[src/rtl/i2c_burst_master.sv]
module i2c_burst_master #(
  parameter int PERIOD_W = 12,
  parameter int STALL_W  = 10
) (
  input  logic        clk,
  input  logic        rst_n,
  input  logic [5:0]  reg_addr,
  input  logic        reg_we,
  input  logic [31:0] reg_wdata,
  output logic [31:0] reg_rdata,
  input  logic        scl_in,
  input  logic        sda_in,
  output logic        scl_oe,
  output logic        sda_oe
);
  localparam logic [5:0] OFF_CTRL = 6'h00;
  localparam logic [5:0] OFF_TGT  = 6'h04;
  localparam logic [5:0] OFF_TIM  = 6'h08;
  localparam logic [5:0] OFF_DATA = 6'h0C;
  localparam logic [5:0] OFF_PAD  = 6'h20;
  localparam int QW = PERIOD_W - 2;

  typedef enum logic [1:0] {ST_IDLE, ST_START, ST_BYTE, ST_STOP} state_t;

  state_t state;
  logic busy, gen_start, gen_stop, gen_nack, tmo_en, is_addr, ackv;
  logic pad_mode, pad_scl, pad_sda;
  logic [1:0] status, res, cmd, q;
  logic [2:0] burst, left;
  logic [3:0] bitn;
  logic [6:0] tgt;
  logic [7:0] tmo, sh;
  logic [31:0] data;
  logic [PERIOD_W-1:0] period;
  logic [QW-1:0] tcnt, qlim;
  logic [STALL_W-1:0] stall;

  function automatic logic [2:0] eff_len(input logic [2:0] b);
    if (b == 3'd0) return 3'd1;
    if (b[2]) return 3'd4;
    return b;
  endfunction

  function automatic logic [7:0] lane(input logic [31:0] d, input logic [2:0] n);
    case (n)
      3'd4: return d[31:24];
      3'd3: return d[23:16];
      3'd2: return d[15:8];
      default: return d[7:0];
    endcase
  endfunction

  wire pad_ok = pad_mode & pad_scl & pad_sda;
  wire rd     = (cmd == 2'd1);
  wire drive  = is_addr | ~rd;
  wire last   = (left == 3'd1);
  wire hold   = (state != ST_IDLE) && (q == 2'd2) && !scl_in;
  wire tick   = busy && (tcnt == qlim - 1'b1);
  wire host_w = reg_we && !busy;
  wire [2:0] w_len = eff_len(reg_wdata[8:6]);

  assign qlim = (period[PERIOD_W-1:2] == '0) ? QW'(1) : period[PERIOD_W-1:2];

  always_comb begin
    case (reg_addr)
      OFF_CTRL: reg_rdata = {busy, status, gen_nack, 19'b0, burst, 2'b0, cmd, gen_stop, gen_start};
      OFF_TGT:  reg_rdata = {25'b0, tgt};
      OFF_TIM:  reg_rdata = {7'b0, tmo_en, tmo, {(16-PERIOD_W){1'b0}}, period};
      OFF_DATA: reg_rdata = data;
      OFF_PAD:  reg_rdata = {16'b0, pad_sda, pad_scl, 13'b0, pad_mode};
      default:  reg_rdata = 32'b0;
    endcase
  end

  always_ff @(posedge clk or negedge rst_n) begin
    if (!rst_n) begin
      state <= ST_IDLE; busy <= 1'b0; status <= 2'd0; res <= 2'd0;
      gen_start <= 1'b0; gen_stop <= 1'b0; gen_nack <= 1'b0; cmd <= 2'd0; burst <= 3'd0;
      tgt <= 7'd0; period <= '0; tmo <= 8'd0; tmo_en <= 1'b0; data <= 32'd0;
      pad_mode <= 1'b0; pad_scl <= 1'b0; pad_sda <= 1'b0;
      scl_oe <= 1'b0; sda_oe <= 1'b0; q <= 2'd0; tcnt <= '0; stall <= '0;
      bitn <= 4'd0; sh <= 8'd0; left <= 3'd0; is_addr <= 1'b0; ackv <= 1'b0;
    end else begin
      if (busy) tcnt <= tick ? '0 : tcnt + 1'b1;
      if (host_w) begin
        case (reg_addr)
          OFF_CTRL: begin
            gen_start <= reg_wdata[0]; gen_stop <= reg_wdata[1]; cmd <= reg_wdata[3:2];
            burst <= reg_wdata[8:6]; gen_nack <= reg_wdata[28];
            if (reg_wdata[31]) begin
              status <= 2'd3;
              if (pad_ok) begin
                busy <= 1'b1; res <= 2'd0; tcnt <= '0; q <= 2'd0; stall <= '0;
                bitn <= 4'd0; left <= w_len;
                if (reg_wdata[3:2] == 2'd1) data <= 32'd0;
                if (reg_wdata[0]) state <= ST_START;
                else begin
                  state <= ST_BYTE; is_addr <= 1'b0; sh <= lane(data, w_len);
                end
              end
            end
          end
          OFF_TGT:  tgt <= reg_wdata[6:0];
          OFF_TIM:  begin period <= reg_wdata[PERIOD_W-1:0]; tmo <= reg_wdata[23:16]; tmo_en <= reg_wdata[24]; end
          OFF_DATA: data <= reg_wdata;
          OFF_PAD:  begin pad_mode <= reg_wdata[0]; pad_scl <= reg_wdata[14]; pad_sda <= reg_wdata[15]; end
          default: ;
        endcase
      end else if (tick) begin
        if (hold) begin
          if (tmo_en && stall >= {tmo, 2'b00}) begin
            busy <= 1'b0; status <= 2'd2; state <= ST_IDLE; scl_oe <= 1'b0; sda_oe <= 1'b0;
          end else stall <= stall + 1'b1;
        end else begin
          stall <= '0;
          q <= q + 1'b1;
          case (state)
            ST_START: case (q)
              2'd0: sda_oe <= 1'b0;
              2'd1: scl_oe <= 1'b0;
              2'd2: sda_oe <= 1'b1;
              default: begin
                scl_oe <= 1'b1; state <= ST_BYTE; is_addr <= 1'b1;
                bitn <= 4'd0; sh <= {tgt, rd};
              end
            endcase
            ST_STOP: case (q)
              2'd0: sda_oe <= 1'b1;
              2'd1: scl_oe <= 1'b0;
              2'd2: ;
              default: begin sda_oe <= 1'b0; busy <= 1'b0; status <= res; state <= ST_IDLE; end
            endcase
            ST_BYTE: case (q)
              2'd0: sda_oe <= (bitn < 4'd8) ? (drive & ~sh[7]) : (~drive & ~(last & gen_nack));
              2'd1: scl_oe <= 1'b0;
              2'd2: if (bitn < 4'd8) sh <= {sh[6:0], sda_in}; else ackv <= sda_in;
              default: begin
                scl_oe <= 1'b1;
                if (bitn < 4'd8) bitn <= bitn + 1'b1;
                else begin
                  bitn <= 4'd0;
                  if (rd && !is_addr) begin
                    data <= {data[23:0], sh};
                    left <= left - 1'b1;
                    if (last) begin
                      if (gen_stop) state <= ST_STOP;
                      else begin busy <= 1'b0; status <= 2'd0; state <= ST_IDLE; sda_oe <= 1'b0; end
                    end
                  end else if (ackv) begin
                    if (gen_stop) begin res <= 2'd1; state <= ST_STOP; end
                    else begin busy <= 1'b0; status <= 2'd1; state <= ST_IDLE; sda_oe <= 1'b0; end
                  end else if (is_addr) begin
                    is_addr <= 1'b0;
                    if (!rd) sh <= lane(data, left);
                  end else begin
                    left <= left - 1'b1;
                    if (last) begin
                      if (gen_stop) state <= ST_STOP;
                      else begin busy <= 1'b0; status <= 2'd0; state <= ST_IDLE; sda_oe <= 1'b0; end
                    end else sh <= lane(data, left - 1'b1);
                  end
                end
              end
            endcase
            default: ;
          endcase
        end
      end
    end
  end

  assert_busy_status_R2: assert property (@(posedge clk) disable iff (!rst_n)
    busy |-> status == 2'd3);

  assert_done_status_R2: assert property (@(posedge clk) disable iff (!rst_n)
    $fell(busy) |-> status != 2'd3);

  assert_sda_framing_R5: assert property (@(posedge clk) disable iff (!rst_n)
    (state == ST_BYTE && !scl_oe && !$past(scl_oe)) |-> $stable(sda_oe));

  assert_busy_write_ignored_R10: assert property (@(posedge clk) disable iff (!rst_n)
    (busy && reg_we && reg_addr == OFF_CTRL) |=> ($stable(cmd) && $stable(burst) && $stable(gen_stop)));
endmodule

[config.mk]
export PLATFORM = sky130hd
export DESIGN_NAME = i2c_burst_master
export DESIGN_NICKNAME = d
export VERILOG_FILES = /design/src/rtl/i2c_burst_master.sv
export SDC_FILE = /design/constraint.sdc
export NUM_CORES = 1
export LEC_CHECK = 0
export BUFFER_PORTS_ARGS = -buffer_cell sky130_fd_sc_hd__buf_2
export CORE_MARGIN = 2
export CORE_UTILIZATION = 50
export CTS_CLUSTER_DIAMETER = 50
export DETAILED_ROUTE_END_ITERATION = 8
export GPL_TIMING_DRIVEN = 0
export PLACE_DENSITY = 0.74
export SKIP_CTS_REPAIR_TIMING = 1
export SLEW_MARGIN = 10
export SYNTH_ARGS = -nofsm -noshare
export SYNTH_HDL_FRONTEND = slang
export SYNTH_SLANG_ARGS = --single-unit
[constraint.sdc]
create_clock -name clk -period 4.8 [get_ports clk]
set_clock_uncertainty 0.05 [all_clocks]
set_input_delay 0 -clock clk [delete_from_list [all_inputs] [get_ports clk]]
set_output_delay 0 -clock clk [all_outputs]
set_load 0.005 [all_outputs]
# Word level (Yosys, flattened, before mapping)
# Index checks and enable logic that the tools add are counted.
[word_totals] latchBits=0 output_inout_bits=34 reg_bits=119 n_memories=0 rom_bits=0 word_cells=328 ram_bits=0
[classes] n_mux=169 div_mod_pow=0 bitwise_logic=13 n_reduce_logical=47 shifts=0 addsub=6 multipliers=0 n_lt_le_gt_ge=2 eq_ne=64
[ops] cell="32-bit 2-to-1 mux" n=10
[ops] cell="32-bit case mux with 5 select lines" n=1
[ops] cell="10-bit 2-to-1 mux" n=14
[ops] cell="8-bit 2-to-1 mux" n=15
[ops] cell="2-bit 2-to-1 mux" n=47
[ops] cell="8-bit case mux with 3 select lines" n=3
[ops] cell="32-bit case mux with 2 select lines" n=1
[ops] cell="3-bit 2-to-1 mux" n=16
[ops] cell="1-bit 2-to-1 mux" n=40
[ops] cell="4-bit != test, second input constant" n=10
[ops] cell="10-bit AND reduction" n=4
[ops] cell="3-bit != test, second input constant" n=13
[ops] cell="4-bit 2-to-1 mux" n=9
[ops] cell="8-bit case mux with 2 select lines" n=2
[ops] cell="11-bit AND reduction" n=2
[ops] cell="10-bit by 1-bit adder with 10-bit output, second input constant" n=2
[ops] cell="3-bit by 2-bit == test with 1-bit output, second input constant" n=6
[ops] cell="6-bit != test, second input constant" n=3
[ops] cell="15-bit AND reduction" n=1
[ops] cell="1-bit case mux with 2 select lines" n=7
[ops] cell="6-bit by 4-bit == test with 1-bit output, second input constant" n=2
[ops] cell="3-bit by 1-bit != test with 1-bit output, second input constant" n=4
[ops] cell="12-bit AND reduction" n=1
[ops] cell="6-bit AND reduction" n=2
[ops] cell="other kinds (40)" n=86

# Logic depth before layout (Yosys ltp)
# Gate-level depths: netlist (run 1).
[depth] depth_word=13 ltp_mapped=14 depth_no_buf=11

# Worst setup path before layout (run 1)
# OpenSTA, ideal clock, no wires.
[synth_path] path_type="reg-to-reg" start="reg period[2]" end="reg data[10]" stages_incl_launch_ff=15 setup_ps=65 slack_ps=1388 period_less_slack_ps=3412 arrival_time_ps=3297 t_required_ps=4685 n_path_buf=3 path_cell_list="dfrtp_1 buf_2 or4_1 clkbuf_1 nor2_1 a31oi_1 ha_1 or4b_2 o221a_1 a211o_1 or2_1 and3_1 nand3_1 buf_2 o221a_2"
[synth_between] elab_chain_cells=7
[synth_lines] item="start, declared" line_no="34" text="logic [PERIOD_W-1:0] period;"
[synth_lines] item="start signal, assigned" line_no="104" text="OFF_TIM: begin period <= reg_wdata[PERIOD_W-1:0]; tmo <= reg_wdata[23:16]; tmo_en <= reg_wdata[24]; end"
[synth_lines] item="10-bit logical NOT" line_no="62" text="assign qlim = (period[PERIOD_W-1:2] == '0) ? QW'(1) : period[PERIOD_W-1:2];"
[synth_lines] item="10-bit 2-to-1 mux *" line_no="62"
[synth_lines] item="10-bit by 1-bit subtractor with 10-bit output *" line_no="58" text="wire tick = busy && (tcnt == qlim - 1'b1);"
[synth_lines] item="10-bit == test *" line_no="58"
[synth_lines] item="1-bit logical AND *" line_no="58"
[synth_lines] item="2-bit nonzero test (no source line) *"
[synth_lines] item="10-bit AND reduction (no source line) *"
[synth_lines] item="end signal, assigned" line_no="105" text="OFF_DATA: data <= reg_wdata;"
[synth_lines] item="end signal, assigned" line_no="143" text="data <= {data[23:0], sh};"
[synth_lines] item="end, declared" line_no="33" text="logic [31:0] data;"
# Mark *: on every way between the ends. The rest lies on a longest branch, timed or not.
# A chain may end at the register's enable or synchronous reset.

# Final worst setup path (run 1)
[layout_path] start="reg period[2]" end="reg data[13]"
# Same word-level chain as after synthesis.

==> metrics, run 1 <==
run status finished with violations; violated checks hold timing; count of buffers inserted at the top-level ports 75; number of placed cells counting well taps 1,156; portion of total power attributed to the clock network 0.434; main area contributors after synthesis dfrtp_1, mux2_2, ha_1, o221a_2, nor2_1; setup slack after layout 0.4719 ns; proportion of power drawn by flip-flops and latches 0.394; initial antenna violation count 0; DRC violations left 0; most instantiated library cell after synthesis dfrtp_1; final antenna diode count 0; Post-Place Worst Slack approximately 0.56 ns; slew at the pin closest to its max-slew limit 1.053 ns; initial DRC count 951; Total Power 0.003249 W; proportion of register bits with asynchronous set or reset after synthesis 1.000; number of levels the H-tree was split into 4; Yosys warning total 0; drt total wl ~26,000 um; top cell type's share of synthesized area 0.3690; CP arrival 4.58 ns; layout cell share with drive strength beyond 1 0.2066; Core Rows 46; initial core utilization 0.5074; kind of critical path reg -> reg; number of library cell types mapped by synthesis between 70 and 80; maximum net fanout on the critical path 10; Mapped Cells about 860; post-synthesis sequential area ratio 0.3690; setup repair after global routing missed its margin no; Pint ~0.0023 W; met2 routed wirelength about 12,000 um; net switching power figure between 0.0009 and 0.001 W; Antenna Nets Post-Route 0; num ports slightly below 80; mapped cell area around 8000 sq um; Slew HR 0.2912; post-synth top area cell dfrtp_1; maximum clock insertion buffer count 2; Clock Tree Root clkbuf_16; Synth Register Bits about 120; weighted congestion at the end of routability-driven global placement between 0.9 and 1; depth of the worst register-to-register path 13; DPL Wire Length between 15,000 and 20,000 um; overflow left after global routing 0; growth of design area from synthesis to finish 20.28%; Top Metal Used met4; TritonCTS clock tree yes; Comb pwr share 0.172; non-filler cells in the finished layout approximately 1,200; clock network latency to the later pin of the worst-skew pair ~0.43 ns; number of clock buffers inserted by TritonCTS 17; source of the worst register-to-register timing path period[2]; CP Launch Type register; commonest cells in the netlist dfrtp_1, nor2_1, nand2_1; Detailed Routing Iterations Pass 1 6; endpoint class of the critical path register; worst reg2reg path endpoint data[13]; Sw Share 0.3007; final sum of negative setup slack 0 ns; met1 WL roughly 11,000 um; most instantiated flip-flop cell in the synthesis netlist dfrtp_1; All-Layer GR Usage 0.3117; worst vdd ir roughly 0.28 mV; Leak approximately 4.2 nW; Sinks on Clock Net roughly 120; power density of the placed cells roughly 340 nW/um^2; internal reg-to-reg setup slack about 0.47 ns; number of synthesized flops with an enable pin 0; first-pass GRT wire length between 40,000 and 50,000 um; final setup violating endpoints 0; die area about 17,000 sq um; worst min-delay path class in -> reg; routed length on met3 approximately 2400 um; crit share post-route 0.9017; Min-Delay Endpoint data[31]; count of endpoints failing hold in the final timing report 1; via count about 8,000; number of nets in the layout approximately 1,100; via density per instance 6.406; post-synthesis average cell area between 9 and 10 sq um; number of max-slew violations in the final report 0; Worst EP required between 5 and 6 ns; routed length per placed instance about 22 um; Placeable Area between 15,000 and 20,000 sq um; highest achievable clock rate between 200 and 250 MHz; Die Ht roughly 130 um; source of the worst hold timing path reg_wdata[31]; total of max-cap violations 0; number of global-route vias before repair slightly above 7,000; register clock-pin slew on the reported worst setup and hold paths approximately 0.06 ns; number of instances on the worst hold path 4; min cycle time layout ~4.3 ns; die width 130.5 um; hold slack -0.01038 ns; number of nets produced by synthesis 937; maximum number of pins on one net before global-route repair between 60 and 70
-- worst max-delay path by stage --
stage	start	endpoint	slack, ns	cells past startpoint
after floorplan	period[2]	data[10]	1.39	14
after global routing	period[7]	data[8]	0.30	11
final	period[2]	data[13]	0.47	13
after global placement	period[2]	data[17]	0.63	13
after CTS	period[2]	data[15]	0.53	13
after detailed placement	period[2]	data[12]	0.56	13
-- placed cells by master, fill, tap and decap left out, types with 28 or more instances in the layout --
cell           instances
a21o_1                28
a21oi_1               51
buf_2                 80
clkbuf_1              50
dfrtp_1              118
dlygate4sd3_1         30
ha_1                  30
inv_1                 33
mux2_2                51
nand2_1               53
nor2_1                74
o21ai_0               43
-- flip-flops by register name, indices dropped and copies added, names as in the netlist, 2 cells and up --
signal,flops
data,32
period,12
stall,10
tcnt,10
sh,8
tmo,8
tgt,7
bitn,4
burst,3
left,3
cmd,2
q,2
state,2
status,2
-- final cells by class --
class / count / area [sq um]
Timing Repair Buffer: 106 / 709.4
Fill cell: 1386 / 6146
Clock buffer: 21 / 470.5
Multi-Input combinational cell: 653 / 4688
Tap cell: 216 / 270.3
Clock inverter: 11 / 172.7
Inverter: 33 / 123.9
Sequential cell: 118 / 2953
Buffer: 60 / 236.5
-- through the flow --
stage                     instance area [sq um]  hold slack, ns  utilization
after floorplan                            8001         -0.3456            -
after global placement                     8647          0.2054       0.5483
after detailed placement                   8681        -0.03387       0.5505
after CTS                                  9324         -0.4767       0.5912
after global routing                       9624         0.02137       0.6103
final                                      9624        -0.01038       0.6103
-- cells by family after synthesis --
family                     Yosys count  share of synthesized area
and+or+nand+nor                    255                     0.1625
adders and majority gates           30                    0.04691
AOI/OAI and AO/OA                  286                     0.2622
buffers and inverters               93                    0.04504
xor gates and xnor gates            16                    0.01751
muxes                               66                    0.09680
DFF                                118                     0.3690
-- worst max-delay path, cell delays in order (launching register included) --
cell	delay [ns]
dfrtp_1	0.35
buf_2	0.16
or4_1	0.52
clkbuf_1	0.18
nor2_1	0.14
a31oi_1	0.10
ha_1	0.26
or3_1	0.38
a31oi_1	0.31
and4_1	0.33
and3_1	0.33
nand3_1	0.43
buf_2	0.37
o221a_2	0.29
-- power groups by stage --
stage	Sequential [W]	Combinational (W)	Clock [W]
CTS	0.00127	0.000535	0.00140
global placement	0.00128	0.000516	0
global route	0.00128	0.000613	0.00145
finish	0.00128	0.000560	0.00141
detailed placement	0.00128	0.000530	0
floorplan	0.00120	0.000387	0
-- layer usage --
metal,vias to the layer above,track usage
li1,3520,-
met1,3746,0.4306
met2,441,0.4697
met3,95,0.06311
met4,0,0.1539
met5,-,0
Note: power is estimated with default switching activity, not from simulation.
==> inputs of run 2 (changes only) <==
--- a/config.mk
+++ b/config.mk
@@ -7,11 +7,10 @@
 export LEC_CHECK = 0
 export BUFFER_PORTS_ARGS = -buffer_cell sky130_fd_sc_hd__buf_2
 export CORE_MARGIN = 2
-export CORE_UTILIZATION = 50
-export CTS_CLUSTER_DIAMETER = 50
+export CORE_UTILIZATION = 60
 export DETAILED_ROUTE_END_ITERATION = 8
 export GPL_TIMING_DRIVEN = 0
-export PLACE_DENSITY = 0.74
+export PLACE_DENSITY = 0.86
 export SKIP_CTS_REPAIR_TIMING = 1
 export SLEW_MARGIN = 10
 export SYNTH_ARGS = -nofsm -noshare
==> metrics, run 2 (same netlist as run 1, synthesis figures left out) <==
Slew HR 0.3206 (was 0.2912); num ports 77 (unchanged); Detailed Routing Iterations Pass 1 9 (was 6); via density per instance 6.968 (was 6.406); count of buffers inserted at the top-level ports 75 (unchanged); routed length per placed instance 23.01 um (was 21.75 um); number of max-slew violations in the final report 0 (unchanged); area of the multi-input gates 4688 sq um (unchanged); TritonCTS clock tree yes (unchanged); highest achievable clock rate 225.4 MHz (was 231.0 MHz); worst min-delay path class in -> reg (unchanged); Core Rows 42 (was 46); Antenna Nets Post-Route 0 (unchanged); non-filler cells in the finished layout 1,179 (was 1,218); crit share post-route 0.9241 (was 0.9017); drt total wl 27,130 um (was 26,490 um); Comb pwr share 0.184 (was 0.172); depth of the worst register-to-register path 13 (unchanged); Leak 4.221 nW (was 4.235 nW); first-pass GRT wire length 41,290 um (was 40,100 um); CP Launch Type register (unchanged); total of max-cap violations 0 (unchanged); number of instances on the worst hold path 5 (was 4); Worst setup endpoint data[17] (was data[13]); count of endpoints failing hold in the final timing report 0 (was 1); DPL Wire Length 18,690 um (was 19,110 um); run status complete, no violations (was finished with violations); worst vdd ir 0.2956 mV (was 0.2758 mV); layout cell share with drive strength beyond 1 0.2044 (was 0.2066); fill count 999 (was 1,386); final antenna diode count 0 (unchanged); slew at the pin closest to its max-slew limit 1.010 ns (was 1.053 ns); Sw Share 0.3065 (was 0.3007); maximum number of pins on one net before global-route repair 61 (unchanged); beginning of the critical path period[2] (unchanged); kind of critical path reg -> reg (unchanged); Worst EP required 5.07 ns (was 5.06 ns); number of clock buffers inserted by TritonCTS 17 (unchanged); proportion of power drawn by flip-flops and latches 0.411 (was 0.394); most frequent cells in the layout dfrtp_1, buf_2, nor2_1, nand2_1, clkbuf_1 (was dfrtp_1, buf_2, nor2_1, nand2_1); final setup violating endpoints 0 (unchanged); clock network latency to the later pin of the worst-skew pair 0.44 ns (was 0.43 ns); overflow left after global routing 0 (unchanged); Placeable Area 13,140 sq um (was 15,770 sq um); min cycle time layout 4.436 ns (was 4.328 ns); Die Ht 119.5 um (was 130.5 um); portion of total power attributed to the clock network 0.405 (was 0.434); die width 119.5 um (was 130.5 um); DRC violations left 0 (unchanged); initial core utilization 0.6090 (was 0.5074); internal reg-to-reg setup slack 0.36 ns (was 0.47 ns); Pint 0.002162 W (was 0.002272 W); net switching power figure 0.0009557 W (was 0.0009770 W); number of nets in the layout 1,063 (was 1,062); initial antenna violation count 0 (unchanged); register ranked first by flip-flop count data (unchanged); source of the worst hold timing path scl_in (was reg_wdata[31]); Sinks on Clock Net 118 (unchanged); number of global-route vias before repair 7,763 (was 7,182); registers with the most flip-flops data: 32 flops, period: 12 flops (unchanged); weighted congestion at the end of routability-driven global placement 1.012 (was 0.9859); initial DRC count 1,309 (was 951); number of placed cells counting well taps 1,116 (was 1,156); number of levels the H-tree was split into 4 (unchanged); maximum clock insertion buffer count 2 (unchanged); total area of sequential cells 2953 sq um (unchanged); All-Layer GR Usage 0.3761 (was 0.3117); CP arrival 4.71 ns (was 4.58 ns); hold slack 0.04173 ns (was -0.01038 ns); maximum net fanout on the critical path 10 (unchanged); Clock Tree Root clkbuf_16 (unchanged); die area 14,280 sq um (was 17,030 sq um); leading cell type in the layout, fill and taps excluded dfrtp_1 (unchanged); setup repair after global routing missed its margin no (unchanged); endpoint class of the critical path register (unchanged); growth of design area from synthesis to finish 18.97% (was 20.28%); power density of the placed cells 327.5 nW/um^2 (was 337.6 nW/um^2); via count 8,215 (was 7,802); register clock-pin slew on the reported worst setup and hold paths 0.05 ns (was 0.06 ns); number of flip-flops in the largest register 32 (unchanged); final sum of negative setup slack 0 ns (unchanged); worst reg2reg path endpoint data[17] (was data[13]); source of the worst register-to-register timing path period[2] (unchanged)
run 2: cell types whose count changed in the layout (fill, tap and decap cells not counted):
cell / change
clkbuf_1: +2
bufinv_16: -2
clkinv_2: +4
dlygate4sd3_1: +1
clkinv_4: -2
clkinvlp_4: -2
run 2: worst max-delay path, cell delays in order (launching register included):
cell	delay (ns)
dfrtp_1	0.36
buf_2	0.17
or4_1	0.54
clkbuf_1	0.19
nor2_1	0.14
a31oi_1	0.12
ha_1	0.27
or3_1	0.37
a31oi_1	0.39
and4_1	0.32
and3_1	0.32
nand3_1	0.40
buf_2	0.35
o221a_2	0.30
run 2: power by group through the flow:
stage	combinational, W	sequential, W	clock [W]
2_1_floorplan	0.000387	0.00120	0
3_3_place_gp	0.000511	0.00128	0
3_5_place_dp	0.000530	0.00128	0
4_1_cts	0.000537	0.00126	0.00126
5_1_grt	0.000622	0.00129	0.00131
6_report	0.000574	0.00128	0.00126
run 2: how the worst min path moves through the flow:
stage                      endpoint
after global routing      status[0]
final                        sda_oe
after detailed placement     scl_oe
after CTS                    scl_oe
after global placement    period[9]
after floorplan                ackv
run 2: per-stage QoR:
| step | utilization | total power, W | instance area [sq um] | setup WS [ns] |
|---|---|---|---|---|
| after global routing | 0.7246 | 0.003216 | 9519 | 0.1893 |
| after floorplan | - | 0.001588 | 8001 | 1.388 |
| after global placement | 0.6544 | 0.001787 | 8597 | 0.5551 |
| after CTS | 0.7010 | 0.003059 | 9209 | 0.5090 |
| after detailed placement | 0.6570 | 0.001809 | 8631 | 0.5396 |
| final | 0.7246 | 0.003118 | 9519 | 0.3641 |
run 2: layout make-up:
type                            instances  share of cell area
Clock buffer                           23             0.05021
Inverter                               33             0.01301
Buffer                                 60             0.02484
Sequential cell                       118              0.3102
Timing Repair Buffer                  107             0.07558
Tap cell                              176             0.02313
Multi-Input combinational cell        653              0.4925
Clock inverter                          9             0.01052
run 2: layer usage:
metal  track usage  up-vias  wire, um
li1              -     3514         -
met5             0        -         0
met4        0.2015        0      1373
met3        0.1034      140      3216
met1        0.4930     3910     10260
met2        0.5675      651     12280
